$ cat src/rtl/tx_ffe_pkg.sv
package tx_ffe_pkg;
  localparam int TAP_W      = 5;
  localparam int PRESET_W   = 3;
  localparam int OUT_W      = 8;
  localparam int NUM_TAPS   = 4;
  localparam int FULL_SCALE = (1 << TAP_W) - 1;
  localparam int SUM_W      = TAP_W + 2;

  typedef struct packed {
    logic [TAP_W-1:0] mag;
    logic             neg;
  } tap_t;

  typedef struct packed {
    tap_t pre;
    tap_t post1;
    tap_t post2;
  } side_taps_t;

  // Preset table: pre = (i mod 4)*2, post1 = (i div 2)*3, both negative.
  function automatic side_taps_t preset_entry(input logic [PRESET_W-1:0] idx);
    side_taps_t e;
    e.pre.mag   = TAP_W'(2 * int'(idx[1:0]));
    e.pre.neg   = 1'b1;
    e.post1.mag = TAP_W'(3 * int'(idx[2:1]));
    e.post1.neg = 1'b1;
    e.post2     = '0;
    return e;
  endfunction
endpackage

$ cat src/rtl/tx_ffe_tap_sel.sv
module tx_ffe_tap_sel
  import tx_ffe_pkg::*;
(
  input  logic                mode_generic,
  input  logic                ovr_en,
  input  logic [PRESET_W-1:0] preset_idx,
  input  side_taps_t          reg_taps,
  output side_taps_t          sel_taps
);
  side_taps_t rom [1 << PRESET_W];

  for (genvar i = 0; i < (1 << PRESET_W); i++) begin : g_rom
    assign rom[i] = preset_entry(PRESET_W'(i));
  end

  always_comb begin
    if (mode_generic) begin
      sel_taps = reg_taps;
    end else if (ovr_en) begin
      sel_taps       = reg_taps;
      sel_taps.post2 = '0;   // second post-cursor unused in protocol mode
    end else begin
      sel_taps = rom[preset_idx];
    end
  end
endmodule

$ cat src/rtl/tx_ffe_norm.sv
module tx_ffe_norm
  import tx_ffe_pkg::*;
(
  input  logic             clk,
  input  logic             rst,
  input  side_taps_t       sel_taps,
  output side_taps_t       taps_q,
  output logic [TAP_W-1:0] main_q,
  output logic             err_q
);
  logic [SUM_W-1:0] side_sum;
  logic             over;
  logic [TAP_W-1:0] main_d;

  always_comb begin
    side_sum = SUM_W'(sel_taps.pre.mag) + SUM_W'(sel_taps.post1.mag)
             + SUM_W'(sel_taps.post2.mag);
    over     = side_sum > SUM_W'(FULL_SCALE);
    main_d   = over ? '0 : TAP_W'(SUM_W'(FULL_SCALE) - side_sum);
  end

  // One register stage captures the whole tap set at a symbol boundary.
  always_ff @(posedge clk) begin
    if (rst) begin
      taps_q <= '0;
      main_q <= TAP_W'(FULL_SCALE);
      err_q  <= 1'b0;
    end else begin
      taps_q <= sel_taps;
      main_q <= main_d;
      err_q  <= err_q | over;
    end
  end
endmodule

$ cat src/rtl/tx_ffe_delay.sv
module tx_ffe_delay #(
  parameter int DEPTH = 4
) (
  input  logic             clk,
  input  logic             rst,
  input  logic             bit_in,
  output logic [DEPTH-1:0] sym_q
);
  // sym_q[0] newest; logic 0 stands for a -1 symbol.
  always_ff @(posedge clk) begin
    if (rst) sym_q <= '0;
    else     sym_q <= {sym_q[DEPTH-2:0], bit_in};
  end
endmodule

$ cat src/rtl/tx_ffe_mac.sv
module tx_ffe_mac
  import tx_ffe_pkg::*;
(
  input  logic                    clk,
  input  logic                    rst,
  input  logic [NUM_TAPS-1:0]     sym,
  input  logic [TAP_W-1:0]        mag [NUM_TAPS],
  input  logic [NUM_TAPS-1:0]     neg,
  output logic signed [OUT_W-1:0] out_q
);
  logic signed [OUT_W-1:0] term [NUM_TAPS];
  logic signed [OUT_W-1:0] acc;

  for (genvar t = 0; t < NUM_TAPS; t++) begin : g_term
    logic signed [OUT_W-1:0] m;
    assign m       = signed'({{(OUT_W-TAP_W){1'b0}}, mag[t]});
    assign term[t] = (sym[t] ^ neg[t]) ? m : -m;
  end

  always_comb begin
    acc = '0;
    for (int t = 0; t < NUM_TAPS; t++) acc = acc + term[t];
  end

  always_ff @(posedge clk) begin
    if (rst) out_q <= '0;
    else     out_q <= acc;
  end
endmodule

$ cat src/rtl/tx_ffe_ctrl.sv
module tx_ffe_ctrl
  import tx_ffe_pkg::*;
(
  input  logic                    clk,
  input  logic                    rst,
  input  logic                    bit_in,
  input  logic                    mode_generic,
  input  logic                    ovr_en,
  input  logic [PRESET_W-1:0]     preset_idx,
  input  logic [TAP_W-1:0]        pre_mag,
  input  logic                    pre_neg,
  input  logic [TAP_W-1:0]        post1_mag,
  input  logic                    post1_neg,
  input  logic [TAP_W-1:0]        post2_mag,
  input  logic                    post2_neg,
  output logic signed [OUT_W-1:0] ffe_out,
  output logic                    norm_err
);
  side_taps_t       reg_taps, sel_taps, taps_q;
  logic [TAP_W-1:0] main_q;
  logic [NUM_TAPS-1:0] sym_q;
  logic [TAP_W-1:0] mag_v [NUM_TAPS];
  logic [NUM_TAPS-1:0] neg_v;
  logic [TAP_W-1:0] c2_mag_q;

  assign reg_taps.pre   = '{mag: pre_mag,   neg: pre_neg};
  assign reg_taps.post1 = '{mag: post1_mag, neg: post1_neg};
  assign reg_taps.post2 = '{mag: post2_mag, neg: post2_neg};

  tx_ffe_tap_sel sel_i (
    .mode_generic(mode_generic), .ovr_en(ovr_en), .preset_idx(preset_idx),
    .reg_taps(reg_taps), .sel_taps(sel_taps)
  );

  tx_ffe_norm norm_i (
    .clk(clk), .rst(rst), .sel_taps(sel_taps),
    .taps_q(taps_q), .main_q(main_q), .err_q(norm_err)
  );

  tx_ffe_delay #(.DEPTH(NUM_TAPS)) dly_i (
    .clk(clk), .rst(rst), .bit_in(bit_in), .sym_q(sym_q)
  );

  // Tap order matches sym_q: next, current, previous, two back.
  assign mag_v[0] = taps_q.pre.mag;
  assign mag_v[1] = main_q;
  assign mag_v[2] = taps_q.post1.mag;
  assign mag_v[3] = taps_q.post2.mag;
  assign neg_v    = {taps_q.post2.neg, taps_q.post1.neg, 1'b0, taps_q.pre.neg};
  assign c2_mag_q = taps_q.post2.mag;

  tx_ffe_mac mac_i (
    .clk(clk), .rst(rst), .sym(sym_q), .mag(mag_v), .neg(neg_v), .out_q(ffe_out)
  );
endmodule

$ cat config.mk
export PLATFORM = sky130hd
export DESIGN_NAME = tx_ffe_ctrl
export DESIGN_NICKNAME = d
export VERILOG_FILES = /design/src/rtl/tx_ffe_pkg.sv /design/src/rtl/tx_ffe_tap_sel.sv /design/src/rtl/tx_ffe_norm.sv /design/src/rtl/tx_ffe_delay.sv /design/src/rtl/tx_ffe_mac.sv /design/src/rtl/tx_ffe_ctrl.sv
export SDC_FILE = /design/constraint.sdc
export NUM_CORES = 1
export LEC_CHECK = 0
export ABC_AREA = 1
export BUFFER_PORTS_ARGS = -buffer_cell sky130_fd_sc_hd__buf_4
export CORE_MARGIN = 8
export CORE_UTILIZATION = 39
export DETAILED_ROUTE_END_ITERATION = 7
export PLACE_DENSITY_LB_ADDON = 0.3
export RECOVER_POWER = 100
export SLEW_MARGIN = 10
export SYNTH_ARGS = -nofsm -noshare
export SYNTH_HDL_FRONTEND = slang
export SYNTH_SLANG_ARGS = --single-unit
$ cat constraint.sdc
create_clock -name clk -period 4.74 [get_ports clk]
set_input_delay 0.237 -clock clk [delete_from_list [all_inputs] [get_ports clk]]
set_output_delay 0.237 -clock clk [all_outputs]
set_load 0.03 [all_outputs]
Yosys cells after proc, flatten, opt, wreduce, memory -nomap -nowiden --
Memories as Yosys holds them, arrays and structs flattened. Cells that the tools add are included.
Word-level totals: memories 1, logic and storage cells 37, flip-flop bits (word level) 36, output and inout port bits 9, bits of input ports 26, ROM bits 144
Operators by class: magnitude comparators 2, add/sub/neg operators 10, bitwise gates (word level) 5, mux-type cells 9
Memory list:
- (no name shown) | words 8, bits a word 18, read ports 1, clocked after Yosys merged registers in 0, write ports 0, line tx_ffe_tap_sel.sv:23 | sel_taps = rom[preset_idx];
Operator list (number):
- two-way mux 18 bit | 4
- two-way mux 8 bit | 4
- negator 5 -> 8 bit | 4
- adder 8 bit | 3
- adder 6 x 5 -> 7 bit | 1
- > comparator 7 x 5 -> 1 bit (second input constant) | 1
- adder 5 x 5 -> 6 bit | 1
- two-way mux 5 bit | 1
- subtractor 5 bit (first input constant) | 1
- greater-or-equal comparator 4 bit (second input constant) | 1
- inverter 3 -> 4 bit | 1
- XOR 1 bit | 3
- OR 1 bit | 1

Longest topological paths before layout --
depth in word-level cells 10, mapped depth 20, gate-level depth less buffers 20

Hierarchy --
Synthesis repeated with hierarchy kept, for this count alone.
Unflattened totals: cell total of the unflattened synthesis 394, area, all modules 2834.0 µm²
By module, submodules not included:
- tx_ffe_mac | cells each 226, seq. area each 160.2 µm², times used 1, area an instance 1486.4 µm²
- tx_ffe_norm | cells each 109, seq. area each 480.5 µm², times used 1, area an instance 1019.7 µm²
- tx_ffe_tap_sel | cells each 46, seq. area each 0.0 µm², times used 1, area an instance 214.0 µm²
- tx_ffe_delay | cells each 12, seq. area each 80.1 µm², times used 1, area an instance 110.1 µm²
- tx_ffe_ctrl | cells each 1, seq. area each 0.0 µm², times used 1, area an instance 3.8 µm²

Worst setup path before layout --
Ideal clock, no wire load.
path kind register -> register, from register norm_i.taps_q[1] (netlist name), to register mac_i.out_q[7], clock period less this slack 3269 ps, cell stages (with the launch flop) 21, path buffers 0, data arrival time 3154 ps, slack 1471 ps, library setup time 115 ps, required time 4625 ps, path through dfxtp_1 > inv_1 > ha_1 > inv_1 > nor3_1 > nor2_1 > xor2_1 > inv_1 > fa_1 > inv_1 > fa_1 > inv_1 > ha_1 > a21oi_1 > o21ai_0 > a21oi_1 > nor2_1 > nor2_1 > nand3_2 > nand2_1 > nor2_1
On the way: longest elaborated chain between the ends 3
RTL lines:
- negator 5 -> 8 bit | line tx_ffe_mac.sv:17 | assign term[t] = (sym[t] ^ neg[t]) ? m : -m;
- two-way mux 8 bit * | line tx_ffe_mac.sv:17
- adder 8 bit * | line tx_ffe_mac.sv:22 | for (int t = 0; t < NUM_TAPS; t++) acc = acc + term[t];
- to (signal assigned) | line tx_ffe_mac.sv:26 | if (rst) out_q <= '0;
- to (signal assigned) | line tx_ffe_mac.sv:27 | else out_q <= acc;
- to (decl) | line tx_ffe_mac.sv:9 | output logic signed [OUT_W-1:0] out_q
Mark *: on every way between the ends. The rest lies on a longest branch, timed or not. A chain may end at the register's enable or synchronous reset.

==> metrics.md <==
| Metric | Value |
|---|---|
| Outcome | completed |
| # setup viols final | 0 |
| Dpl cells | 440 |
| Largest family of logic cells by synthesized area | adder cells |
| Worst hold path type | input pin to flip-flop |
| 1st-pass router iterations | 4 |
| Multiplexer share of the synthesized area | 0.00776 |
| Initial Util | 0.404 |
| Syn-to-layout area delta | 15.0% |
| Leading cell types in the layout, fill and taps excluded | 77 x inv_1, 48 x nand2_1, 47 x nor2_1, 36 x dfxtp_1, 23 x buf_4 |
| Synth Area in Compound Gates | 0.0766 |
| Final cell count without fillers | 448 |
| H-tree Lvls | 2 |
| Launching point of the worst reg2reg path | norm_i.taps_q[1] |
| Post-route ant nets | 0 |
| CP Capture Type | flip-flop |
| Leak | approximately 1.6 nW |
| Critical path peak fanout | 10 |
| Total global routing overflow | 0 |
| Die H | 97.4 um |
| Final nets | 433 |
| Vias in the first global route | 2121 |
| Syn avg cell area | 7.75 um^2 |
| Die width | 97.4 um |
| Startpoint Class | input pin |
| Final Total Pwr | 1.32 mW |
| RSZ-0062 raised after global routing | false |
| Post-Syn Nets | 396 |
| Flops & latches, synth | 36 |
| DP HPWL | 4450 um |
| Area share of fa/ha/maj cells after synthesis | 0.238 |
| Relative slew slack | 0.172 |
| Clk sinks | 36 |
| Measured slew at the worst slew-check pin | 1.24 ns |
| Final WL | 5210 um |
| Setup TNS | 0 ns |
| IO Port Bufs | 34 |
| Commonest non-fill, non-tap cell in the layout | inv_1 |
| Worst EP required | slightly below 5 ns |
| Max VDD drop | 0.390 mV |
| CP Launch Point | mode_generic |
| Maxcap violations | 0 |
| Average vias per placed instance | 4.54 |
| Tcrit/Tclk final | 0.787 |
| Setup Skew | 0.00519 ns |
| Kind of critical path | input pin to flip-flop |
| Hold Fails Final Rpt | 0 |
| TritonCTS clock tree | yes |
| Initial antenna violation count | 0 |
| Cells resized by post-CTS repair | 0 |
| Clk slew on worst S/H paths | 0.07 ns |
| RePlAce Congestion | approximately 0.84 |
| Clock root cell | clkbuf_8 |
| Simple-gate share of the synthesized area | 0.224 |
| Slew Viols, Final | 0 |
| Die Area | 9480 um^2 |
| Largest net degree at the start of global routing | 29 |
| Power per cell area | 446 nW/um^2 |
| Fin area | just under 3000 um^2 |
| DRC | 0 |
| Synth area leaders | dfxtp_1 28%, fa_1 16%, inv_1 11% |
| Hold slack | 0.160 ns |
| Dpl cell area | just under 3000 um^2 |
| Post-synth top area share | 0.279 |
| Syn Inst Count | 333 |
| Global-route wire length before repair | 9170 um |
| Routed vias | 2036 |
| Total track usage | 0.116 |
| DR iter-0 viols | 46 |
| CP arrival | roughly 4.0 ns |
| Sequential fraction of the synthesis area | 0.279 |
| Number of diodes | 0 |
| Clock tree buffer depth | 2 |
| Mapped cell area | 2580 um^2 |
| Core area | about 6400 um^2 |
| Warnings from Yosys | 0 |
| Routed WL per cell | ~12 um |
| Layout cells sized above 1 | 0.159 |
| Setup Fix Bufs, Post-CTS | 0 |
| Cell variety after synth | 30 |
| Yosys top cell by area | dfxtp_1 |
| CTS Hold Bufs | 0 |
| XOR/XNOR Fraction of Synth Area | 0.0509 |
| Hold path startpoint | post1_neg |
| CTS buffer count | 5 |
| Worst skew pair latency | 0.29 ns |
| IO Pins | 35 |
| Fill cell count | 673 |
| Row Count | 29 |
| Tmin final | 3.73 ns |
| FMAX | 268 MHz |
==> where the power goes <==
| part | switching (mW) | internal [mW] |
|---|---|---|
| Combinational | 0.417 | 0.259 |
| Sequential | 0.0217 | 0.352 |
| Clock | 0.116 | 0.156 |
==> stage by stage <==
stage	setup slack [ns]	utilization
after floorplan	1.47	-
after global routing	0.590	0.465
after global placement	1.32	0.456
after CTS	1.23	0.473
final	1.01	0.465
after detailed placement	1.25	0.456
==> registers in the layout, summed over array words and instances, names as in the netlist <==
register       count
norm_i.taps_q     18
mac_i.out_q        8
norm_i.main_q      5
dly_i.sym_q        4
norm_i.err_q       1
==> worst max-delay path, stage by stage <==
cell,delay (ns)
clkbuf_1,0.16
nor2_1,0.54
inv_1,0.26
or2_2,0.33
o21ai_0,0.10
inv_1,0.11
fa_1,0.47
ha_1,0.25
fa_1,0.40
nand2_1,0.08
inv_1,0.05
o21ai_0,0.22
nand2_1,0.08
a21oi_1,0.42
o21ai_0,0.17
nand2_1,0.08
==> worst paths after layout <==
path                                          to  slack [ns]  cells past startpoint
worst max-delay path            norm_i.main_q[3]        1.01                     16
worst min-delay path            norm_i.taps_q[6]        0.16                      3
worst max register to register    mac_i.out_q[7]        1.21                     17
worst min register to register    dly_i.sym_q[3]        0.45                      2
==> cells by family (layout without fill, tap and decap cells) <==
kind of cell,after synthesis,in the layout
multiplexers,2,2
XOR/XNOR,15,15
AO/OA/AOI/OAI,35,35
adder cells (fa/ha/maj),37,37
flip-flops,36,36
buffers and inverters,84,122
AND/OR/NAND/NOR,124,124
==> synthesized netlist by cell type <==
| cell type | instances |
|---|---|
| inv_1 | 76 |
| nand2_1 | 48 |
| nor2_1 | 46 |
| dfxtp_1 | 36 |
| fa_1 | 20 |
| ha_1 | 17 |
| a21oi_1 | 14 |
| o21ai_0 | 12 |
| nand2_2 | 10 |
| xor2_1 | 10 |
| xnor2_1 | 5 |
| inv_2 | 4 |
| nand2_4 | 4 |
| nand3_2 | 4 |
| nand3_1 | 3 |
| nor3_1 | 3 |
| o21ai_2 | 3 |
| a31oi_1 | 2 |
| clkbuf_1 | 2 |
| mux2i_1 | 2 |
| nor2_2 | 2 |
| or2_4 | 2 |
| a21o_1 | 1 |
| a21oi_2 | 1 |
| buf_2 | 1 |
| buf_4 | 1 |
| nor2_4 | 1 |
| o21a_1 | 1 |
| o21ai_1 | 1 |
| or2_2 | 1 |
==> per-layer routing <==
layer  up-vias  global-route usage  wire (um)
met2        42               0.206       2550
met5         -                   0          0
met1       930               0.133       2390
li1       1058                   -          -
met3         6              0.0320        229
met4         0              0.0326         51
==> area by class of cell <==
type	count	area (um^2)	area share
Sequential cell	36	721	0.243
Inverter	80	300	0.101
Clock buffer	6	72.6	0.0245
Clock inverter	2	35.0	0.0118
Timing Repair Buffer	34	214	0.0721
Multi-Input combinational cell	213	1530	0.515
Tap cell	77	96.3	0.0325
(Power assumes the default switching activity.)
